--- config.mk ---
export PLATFORM = sky130hd
export DESIGN_NAME = dram_mode_timer
export DESIGN_NICKNAME = d
export VERILOG_FILES = /design/src/rtl/dmt_pkg.sv /design/src/rtl/dmt_cmd_dec.sv /design/src/rtl/dmt_field_dec.sv /design/src/rtl/dmt_regs.sv /design/src/rtl/dmt_window.sv /design/src/rtl/dram_mode_timer.sv
export SDC_FILE = /design/constraint.sdc
export NUM_CORES = 1
export LEC_CHECK = 0
export CORE_MARGIN = 3
export CORE_UTILIZATION = 42
export DETAILED_ROUTE_END_ITERATION = 10
export GPL_ROUTABILITY_DRIVEN = 0
export GPL_TIMING_DRIVEN = 0
export PLACE_DENSITY_LB_ADDON = 0.3
export SYNTH_ARGS = -nofsm -noshare
export SYNTH_HDL_FRONTEND = slang
export SYNTH_HIERARCHICAL = 1
export SYNTH_SLANG_ARGS = --single-unit
--- constraint.sdc ---
create_clock -name clk -period 3.89 [get_ports clk]
set_input_delay 0.778 -clock clk [delete_from_list [all_inputs] [get_ports clk]]
set_output_delay 0.778 -clock clk [all_outputs]
set_load 0.01 [all_outputs]
--- src/rtl/dmt_pkg.sv ---
package dmt_pkg;

  typedef enum logic [1:0] {
    CMD_NONE  = 2'd0,
    CMD_LOAD  = 2'd1,
    CMD_READ  = 2'd2,
    CMD_WRITE = 2'd3
  } cmd_e;

  typedef struct packed {
    logic [3:0] cl;
    logic [2:0] wl;
    logic       bl8;
    logic       tm;
  } mode_t;

  localparam logic [3:0] CL_RESET = 4'd7;
  localparam logic [2:0] WL_RESET = 3'd1;

endpackage

--- src/rtl/dmt_cmd_dec.sv ---
module dmt_cmd_dec
  import dmt_pkg::*;
(
  input  logic cs_n,
  input  logic ras_n,
  input  logic cas_n,
  input  logic we_n,
  output cmd_e cmd
);

  always_comb begin
    cmd = CMD_NONE;
    if (!cs_n) begin
      case ({ras_n, cas_n, we_n})
        3'b000:  cmd = CMD_LOAD;
        3'b101:  cmd = CMD_READ;
        3'b100:  cmd = CMD_WRITE;
        default: cmd = CMD_NONE;
      endcase
    end
  end

endmodule

--- src/rtl/dmt_field_dec.sv ---
module dmt_field_dec
  import dmt_pkg::*;
(
  input  logic [11:0] op,
  output mode_t       fields,
  output logic        dll_req,
  output logic        legal
);

  logic bl_ok, cl_ok, wl_ok, order_ok;

  always_comb begin
    fields = '0;
    bl_ok  = 1'b1;
    cl_ok  = 1'b1;

    // burst length code
    case (op[1:0])
      2'b10:   fields.bl8 = 1'b0;
      2'b11:   fields.bl8 = 1'b1;
      default: bl_ok      = 1'b0;
    endcase

    // CAS latency: high code bit sits apart from the other three
    case ({op[2], op[6:4]})
      4'b0111: fields.cl = 4'd7;
      4'b0000: fields.cl = 4'd8;
      4'b0001: fields.cl = 4'd9;
      4'b0010: fields.cl = 4'd10;
      4'b0011: fields.cl = 4'd11;
      4'b1000: fields.cl = 4'd12;
      default: cl_ok     = 1'b0;
    endcase

    fields.wl = op[11:9];
    wl_ok     = |op[11:9];
    fields.tm = op[7];
    order_ok  = ~op[3];
    dll_req   = op[8];
    legal     = bl_ok & cl_ok & wl_ok & order_ok;
  end

endmodule

--- src/rtl/dmt_regs.sv ---
module dmt_regs
  import dmt_pkg::*;
#(
  parameter int TMRD     = 4,
  parameter int DLL_LOCK = 2048,
  parameter int PD_GUARD = 10
) (
  input  logic        clk,
  input  logic        rst_n,
  input  logic        load,
  input  logic        banks_idle,
  input  logic [1:0]  ba,
  input  logic [11:0] op,
  input  mode_t       dec_fields,
  input  logic        dec_dll,
  input  logic        dec_legal,
  output mode_t       mode,
  output logic [11:0] ext_word,
  output logic        bad_pulse,
  output logic        dll_active,
  output logic        pd_guard
);

  localparam int TW = (TMRD > 1) ? $clog2(TMRD) : 1;
  localparam int DW = $clog2(DLL_LOCK + 1);
  localparam int PW = $clog2(PD_GUARD + 1);

  // pending slot
  logic          pend_q, pend_d;
  logic [TW-1:0] pcnt_q, pcnt_d;
  logic          pext_q, pext_d;
  logic          pdll_q, pdll_d;
  mode_t         pmode_q, pmode_d;
  logic [11:0]   praw_q, praw_d;
  logic          cap_en;

  // visible state
  mode_t         mode_q, mode_d;
  logic [11:0]   ext_q, ext_d;
  logic          mode_en, ext_en;
  logic          bad_q, bad_d;
  logic [DW-1:0] dcnt_q, dcnt_d;
  logic [PW-1:0] gcnt_q, gcnt_d;

  logic accept, take_mode, take_ext, commit;

  always_comb begin
    accept    = load & banks_idle & ~pend_q;
    take_mode = accept & (ba == 2'b00) & dec_legal;
    take_ext  = accept & ba[0];
    bad_d     = accept & ~(take_mode | take_ext);
    commit    = pend_q & (pcnt_q == '0);

    pend_d  = pend_q;
    pcnt_d  = pcnt_q;
    cap_en  = 1'b0;
    pext_d  = take_ext;
    pdll_d  = dec_dll & take_mode;
    pmode_d = dec_fields;
    praw_d  = op;
    mode_d  = pmode_q;
    ext_d   = praw_q;
    mode_en = 1'b0;
    ext_en  = 1'b0;

    if (pend_q) begin
      if (commit) begin
        pend_d  = 1'b0;
        mode_en = ~pext_q;
        ext_en  = pext_q;
      end else begin
        pcnt_d = pcnt_q - 1'b1;
      end
    end else if (take_mode | take_ext) begin
      pend_d = 1'b1;
      pcnt_d = TW'(TMRD - 1);
      cap_en = 1'b1;
    end

    if (commit & ~pext_q & pdll_q) dcnt_d = DW'(DLL_LOCK);
    else if (dcnt_q != '0)         dcnt_d = dcnt_q - 1'b1;
    else                           dcnt_d = dcnt_q;

    if (take_mode & dec_dll) gcnt_d = PW'(PD_GUARD);
    else if (gcnt_q != '0)   gcnt_d = gcnt_q - 1'b1;
    else                     gcnt_d = gcnt_q;
  end

  always_ff @(posedge clk or negedge rst_n) begin
    if (!rst_n) begin
      pend_q <= 1'b0;
      pcnt_q <= '0;
    end else begin
      pend_q <= pend_d;
      pcnt_q <= pcnt_d;
    end
  end

  always_ff @(posedge clk or negedge rst_n) begin
    if (!rst_n) begin
      pext_q  <= 1'b0;
      pdll_q  <= 1'b0;
      pmode_q <= '0;
      praw_q  <= '0;
    end else if (cap_en) begin
      pext_q  <= pext_d;
      pdll_q  <= pdll_d;
      pmode_q <= pmode_d;
      praw_q  <= praw_d;
    end
  end

  always_ff @(posedge clk or negedge rst_n) begin
    if (!rst_n) begin
      mode_q <= '{cl: CL_RESET, wl: WL_RESET, bl8: 1'b0, tm: 1'b0};
    end else if (mode_en) begin
      mode_q <= mode_d;
    end
  end

  always_ff @(posedge clk or negedge rst_n) begin
    if (!rst_n)      ext_q <= '0;
    else if (ext_en) ext_q <= ext_d;
  end

  always_ff @(posedge clk or negedge rst_n) begin
    if (!rst_n) begin
      bad_q  <= 1'b0;
      dcnt_q <= '0;
      gcnt_q <= '0;
    end else begin
      bad_q  <= bad_d;
      dcnt_q <= dcnt_d;
      gcnt_q <= gcnt_d;
    end
  end

  assign mode       = mode_q;
  assign ext_word   = ext_q;
  assign bad_pulse  = bad_q;
  assign dll_active = (dcnt_q != '0);
  assign pd_guard   = (gcnt_q != '0);

endmodule

--- src/rtl/dmt_window.sv ---
module dmt_window #(
  parameter int MAX_LAT  = 12,
  parameter int HALF_MAX = 4,
  parameter int LW       = 4
) (
  input  logic          clk,
  input  logic          rst_n,
  input  logic          fire,
  input  logic [LW-1:0] lat,
  input  logic          bl8,
  output logic          win
);

  localparam int DEPTH = MAX_LAT + HALF_MAX;
  localparam int IW    = $clog2(DEPTH);

  logic [DEPTH-1:0] hist_q, hist_d;
  logic [IW:0]      pos;
  logic [IW:0]      span;

  always_comb begin
    hist_d = {hist_q[DEPTH-2:0], fire};
    span   = bl8 ? (IW+1)'(HALF_MAX) : (IW+1)'(HALF_MAX / 2);
    win    = 1'b0;
    pos    = '0;
    for (int j = 0; j < HALF_MAX; j++) begin
      pos = (IW+1)'(lat) + (IW+1)'(j);
      if (((IW+1)'(j) < span) && (pos < (IW+1)'(DEPTH)))
        win = win | hist_q[pos[IW-1:0]];
    end
  end

  always_ff @(posedge clk or negedge rst_n) begin
    if (!rst_n) hist_q <= '0;
    else        hist_q <= hist_d;
  end

endmodule

--- src/rtl/dram_mode_timer.sv ---
module dram_mode_timer
  import dmt_pkg::*;
#(
  parameter int TMRD     = 4,
  parameter int DLL_LOCK = 2048,
  parameter int PD_GUARD = 10,
  parameter int CL_MAX   = 12,
  parameter int WL_MAX   = 7,
  parameter int HALF_MAX = 4
) (
  input  logic        clk,
  input  logic        rst_n,
  input  logic        cs_n,
  input  logic        ras_n,
  input  logic        cas_n,
  input  logic        we_n,
  input  logic [1:0]  ba,
  input  logic [11:0] addr,
  input  logic        banks_idle,
  output logic [3:0]  cas_lat,
  output logic [2:0]  wr_lat,
  output logic        burst_len8,
  output logic        test_mode,
  output logic        dll_reset,
  output logic [11:0] ext_mode,
  output logic        illegal_mode,
  output logic        pd_block,
  output logic        rd_valid,
  output logic        wr_window
);

  logic [1:0] rst_sync_q;
  logic       rst_i;
  cmd_e       cmd;
  mode_t      dec_fields, mode;
  logic       dec_dll, dec_legal;

  always_ff @(posedge clk or negedge rst_n) begin
    if (!rst_n) rst_sync_q <= 2'b00;
    else        rst_sync_q <= {rst_sync_q[0], 1'b1};
  end
  assign rst_i = rst_sync_q[1];

  dmt_cmd_dec u_cmd (
    .cs_n (cs_n),
    .ras_n(ras_n),
    .cas_n(cas_n),
    .we_n (we_n),
    .cmd  (cmd)
  );

  dmt_field_dec u_fld (
    .op     (addr),
    .fields (dec_fields),
    .dll_req(dec_dll),
    .legal  (dec_legal)
  );

  dmt_regs #(
    .TMRD    (TMRD),
    .DLL_LOCK(DLL_LOCK),
    .PD_GUARD(PD_GUARD)
  ) u_regs (
    .clk       (clk),
    .rst_n     (rst_i),
    .load      (cmd == CMD_LOAD),
    .banks_idle(banks_idle),
    .ba        (ba),
    .op        (addr),
    .dec_fields(dec_fields),
    .dec_dll   (dec_dll),
    .dec_legal (dec_legal),
    .mode      (mode),
    .ext_word  (ext_mode),
    .bad_pulse (illegal_mode),
    .dll_active(dll_reset),
    .pd_guard  (pd_block)
  );

  dmt_window #(.MAX_LAT(CL_MAX), .HALF_MAX(HALF_MAX), .LW(4)) u_rdwin (
    .clk  (clk),
    .rst_n(rst_i),
    .fire (cmd == CMD_READ),
    .lat  (mode.cl),
    .bl8  (mode.bl8),
    .win  (rd_valid)
  );

  dmt_window #(.MAX_LAT(WL_MAX), .HALF_MAX(HALF_MAX), .LW(3)) u_wrwin (
    .clk  (clk),
    .rst_n(rst_i),
    .fire (cmd == CMD_WRITE),
    .lat  (mode.wl),
    .bl8  (mode.bl8),
    .win  (wr_window)
  );

  assign cas_lat    = mode.cl;
  assign wr_lat     = mode.wl;
  assign burst_len8 = mode.bl8;
  assign test_mode  = mode.tm;

endmodule

==> reports/metrics.yaml <==
synthSimpleGateAreaFrac_pct: 14.30
area.growth.synth_to_final_pct: 22.65
vias_per_cell: 5.372
wl_um: 9486
crit_required_ps: 3110
slew-limit-headroom_pct: 60.48
grt_pass1_wl_um: 16540
numCtsBuffers: 9
arrival_ps: 2970
synth_flop_cell: "dfrtp_1"
timing.final.crit_share_pct: 96.40
num-nets-final: 524
synth_cell_type_count: 67
setup_tns_ps: 0
grt-ovfl-total: 0
wire_per_inst_um: 15.01
hp-class: "register to asynchronous set/reset pin"
drv_slew: 0
cts_tree: "yes"
critPathMaxStageDelay_ps: 610
skew_ps: 7.611
vias: 3395
leakage_nw: 2.707
synth_xor_area_share_pct: 1.980
clock_sinks: 93
port_buffers: 46
die_w_um: 113.6
end_kind: "primary output"
critPathSlowestCell: "dfstp_2"
instances_no_fill: 632
synth_top_family_by_area: "multiplexers"
worst_slew_pin_slew_ps: 592.8
setup_violations: 0
ios: 47
synthAdderAreaFrac_pct: 4.114
dp_hpwl_um: 6775
ctsRootBufferMaster: "clkbuf_16"
antenna_found_initial: 0
async_reset_ff_share_pct: 100.0
final_area_mm2: 0.005968
hold_violations: 0
grt_usage_pct: 15.72
critPathMaxFanout: 5
synth_area_mm2: 0.004866
total_power_mw: 3.661
path_clk_slew_ps: 60
grt_pass1_vias: 3480
synth_edf_count: 0
dr.pass1.iters: 4
r2r_slack_ps: 1810
final_layout_size_suffix_gt1_share_pct: 22.76
yosys_warnings: 6
most-common-layout-cells: "88 x dfrtp_1, 78 x nand2_1, 44 x clkdlybuf4s50_1"
placedCellCount: 604
start_util_pct: 43.92
drt_iter0_drc: 159
reg2reg_from: "u_regs/pcnt_q[0]"
maxCapViolCount: 0
status: "completed"
syn_nets: 454
dieArea_mm2: 0.01291
die_y_um: 113.6
grt_max_degree: 73
path_class: "register to primary output"
clock_latency_ps: 330
worstRegToRegCells: 8
crit_chain: "clkinv_8 > ha_4 > mux4_2 > mux2_4 > o21ai_2 > a21oi_1 > or4_1 > buf_2"
yosysSeqAreaShare_pct: 47.93
synth-seq-cells: 93
placed_cell_area_mm2: 0.005533
startpoint_type: "register"
drc_errors: 0
synth_compound_area_share_pct: 8.151
core_mm2: 0.01108
drtAntennaViolNets: 0
cts.path.max_buffers: 2
ir_drop_v: 0.0003732
rr_endpoint: "u_regs/dcnt_q[5]"
synth_mux_area_share_pct: 18.85
ctsHoldBuffers: 0
min_period_ps: 3750
grt_setup_unrepaired: "yes"
antenna_cells: 0
avgSynthCellArea_um2: 11.67
fp-row-count: 38
htree_levels: 3
power.density_mw_per_mm2: 613.4
layout_commonest_cell: "dfrtp_1"
max_freq_mhz: 266.7
synthCells: 417
-- how the worst max path moves through the flow --
| stage | slack, ps | cells past startpoint | from | endpoint |
|---|---|---|---|---|
| 6_report | 140 | 8 | u_regs/mode[5] | rd_valid |
| 3_5_place_dp | -470 | 10 | u_regs/mode[5] | rd_valid |
| 2_1_floorplan | 170 | 9 | u_regs/mode[5] | rd_valid |
| 5_1_grt | -20 | 8 | u_regs/mode[5] | rd_valid |
| 3_3_place_gp | -440 | 10 | u_regs/mode[5] | rd_valid |
| 4_1_cts | 50 | 10 | u_regs/mode[5] | rd_valid |
-- timing repair --
action	4_1_cts	5_1_grt
setup buffers	10	4
endpoints found under the hold margin	0	0
resized for setup	15	6
endpoints found under the setup margin	2	2
pin swaps	1	2
-- report_power, final --
part	switching (mW)	total, mW	leakage, nW	internal (mW)
logic	0.603	1.39	1.37	0.784
clock network	0.353	0.870	0.146	0.517
registers	0.195	1.40	1.19	1.21
-- routing by layer --
| metal | up-vias | track usage [%] | share of wire [%] |
|---|---|---|---|
| met2 | 76 | 24.66 | 48 |
| met4 | 0 | 7.131 | 1.8 |
| li1 | 1629 | - | - |
| met5 | - | 0 | 0 |
| met1 | 1676 | 21.43 | 46 |
| met3 | 14 | 2.759 | 4.6 |
-- kinds of logic (layout without fill, tap and decap cells) --
| logic type | Yosys count | after routing |
|---|---|---|
| AO/OA/AOI/OAI | 54 | 54 |
| XOR/XNOR | 11 | 11 |
| adder cells (fa/ha/maj) | 16 | 16 |
| buffers and inverters | 41 | 116 |
| flip-flops | 93 | 93 |
| multiplexers | 60 | 60 |
| other | 1 | 1 |
| AND/OR/NAND/NOR | 141 | 141 |
-- state kept, by name (all words and copies together) (netlist names) --
signal and cells:
rst_sync_q 2, u_rdwin/hist_q 16, u_regs/bad_pulse 1, u_regs/dcnt_q 12, u_regs/ext_d 12, u_regs/ext_word 12
u_regs/gcnt_q 4, u_regs/mode 9, u_regs/mode_d 9, u_regs/pcnt_q 2, u_regs/pdll_q 1, u_regs/pend_q 1
u_regs/pext_q 1, u_wrwin/hist_q 11
-- layout make-up --
type	count	area [um2]
Clock buffer	11	242.7
Buffer	21	146.4
Tap cell	140	175.2
Multi-Input combinational cell	283	2333
Sequential cell	93	2336
Fill cell	942	5110
Inverter	18	86.33
Clock inverter	5	60.06
Timing Repair Buffer	61	588.1
-- synthesized netlist by cell type (6+ instances only) --
cell       n  area [um2]
nor2_1    14       52.55
inv_1     17       63.81
dfrtp_1   89        2227
nand2_1   78       292.8
xnor2_1    6       52.55
o21ai_0    8       40.04
nand2b_1   6       37.54
mux2_2    25       281.5
mux4_2    19       427.9
a21oi_1   10       50.05
ha_1      16       200.2
mux2i_1   13       130.1
clkbuf_1   8       30.03
-- critical path: cells and delay by family (launching register included) --
kind            cells  cell delay [ps]
simple gates        1              540
buf+inv             2              240
flops               1              610
mux                 2              800
compound gates      2              160
fa+ha+maj           1              300
-- stage by stage --
step           setup slack [ps]  hold WS [ps]  utilization [%]
5_1_grt                  -23.26         237.1            53.87
6_report                  140.2         209.6            53.87
3_5_place_dp             -469.6         215.4            49.94
2_1_floorplan             172.2         331.2                -
3_3_place_gp             -438.5         336.9            49.66
4_1_cts                   46.81         220.3            53.56
Note: power is estimated with default switching activity, not from simulation.
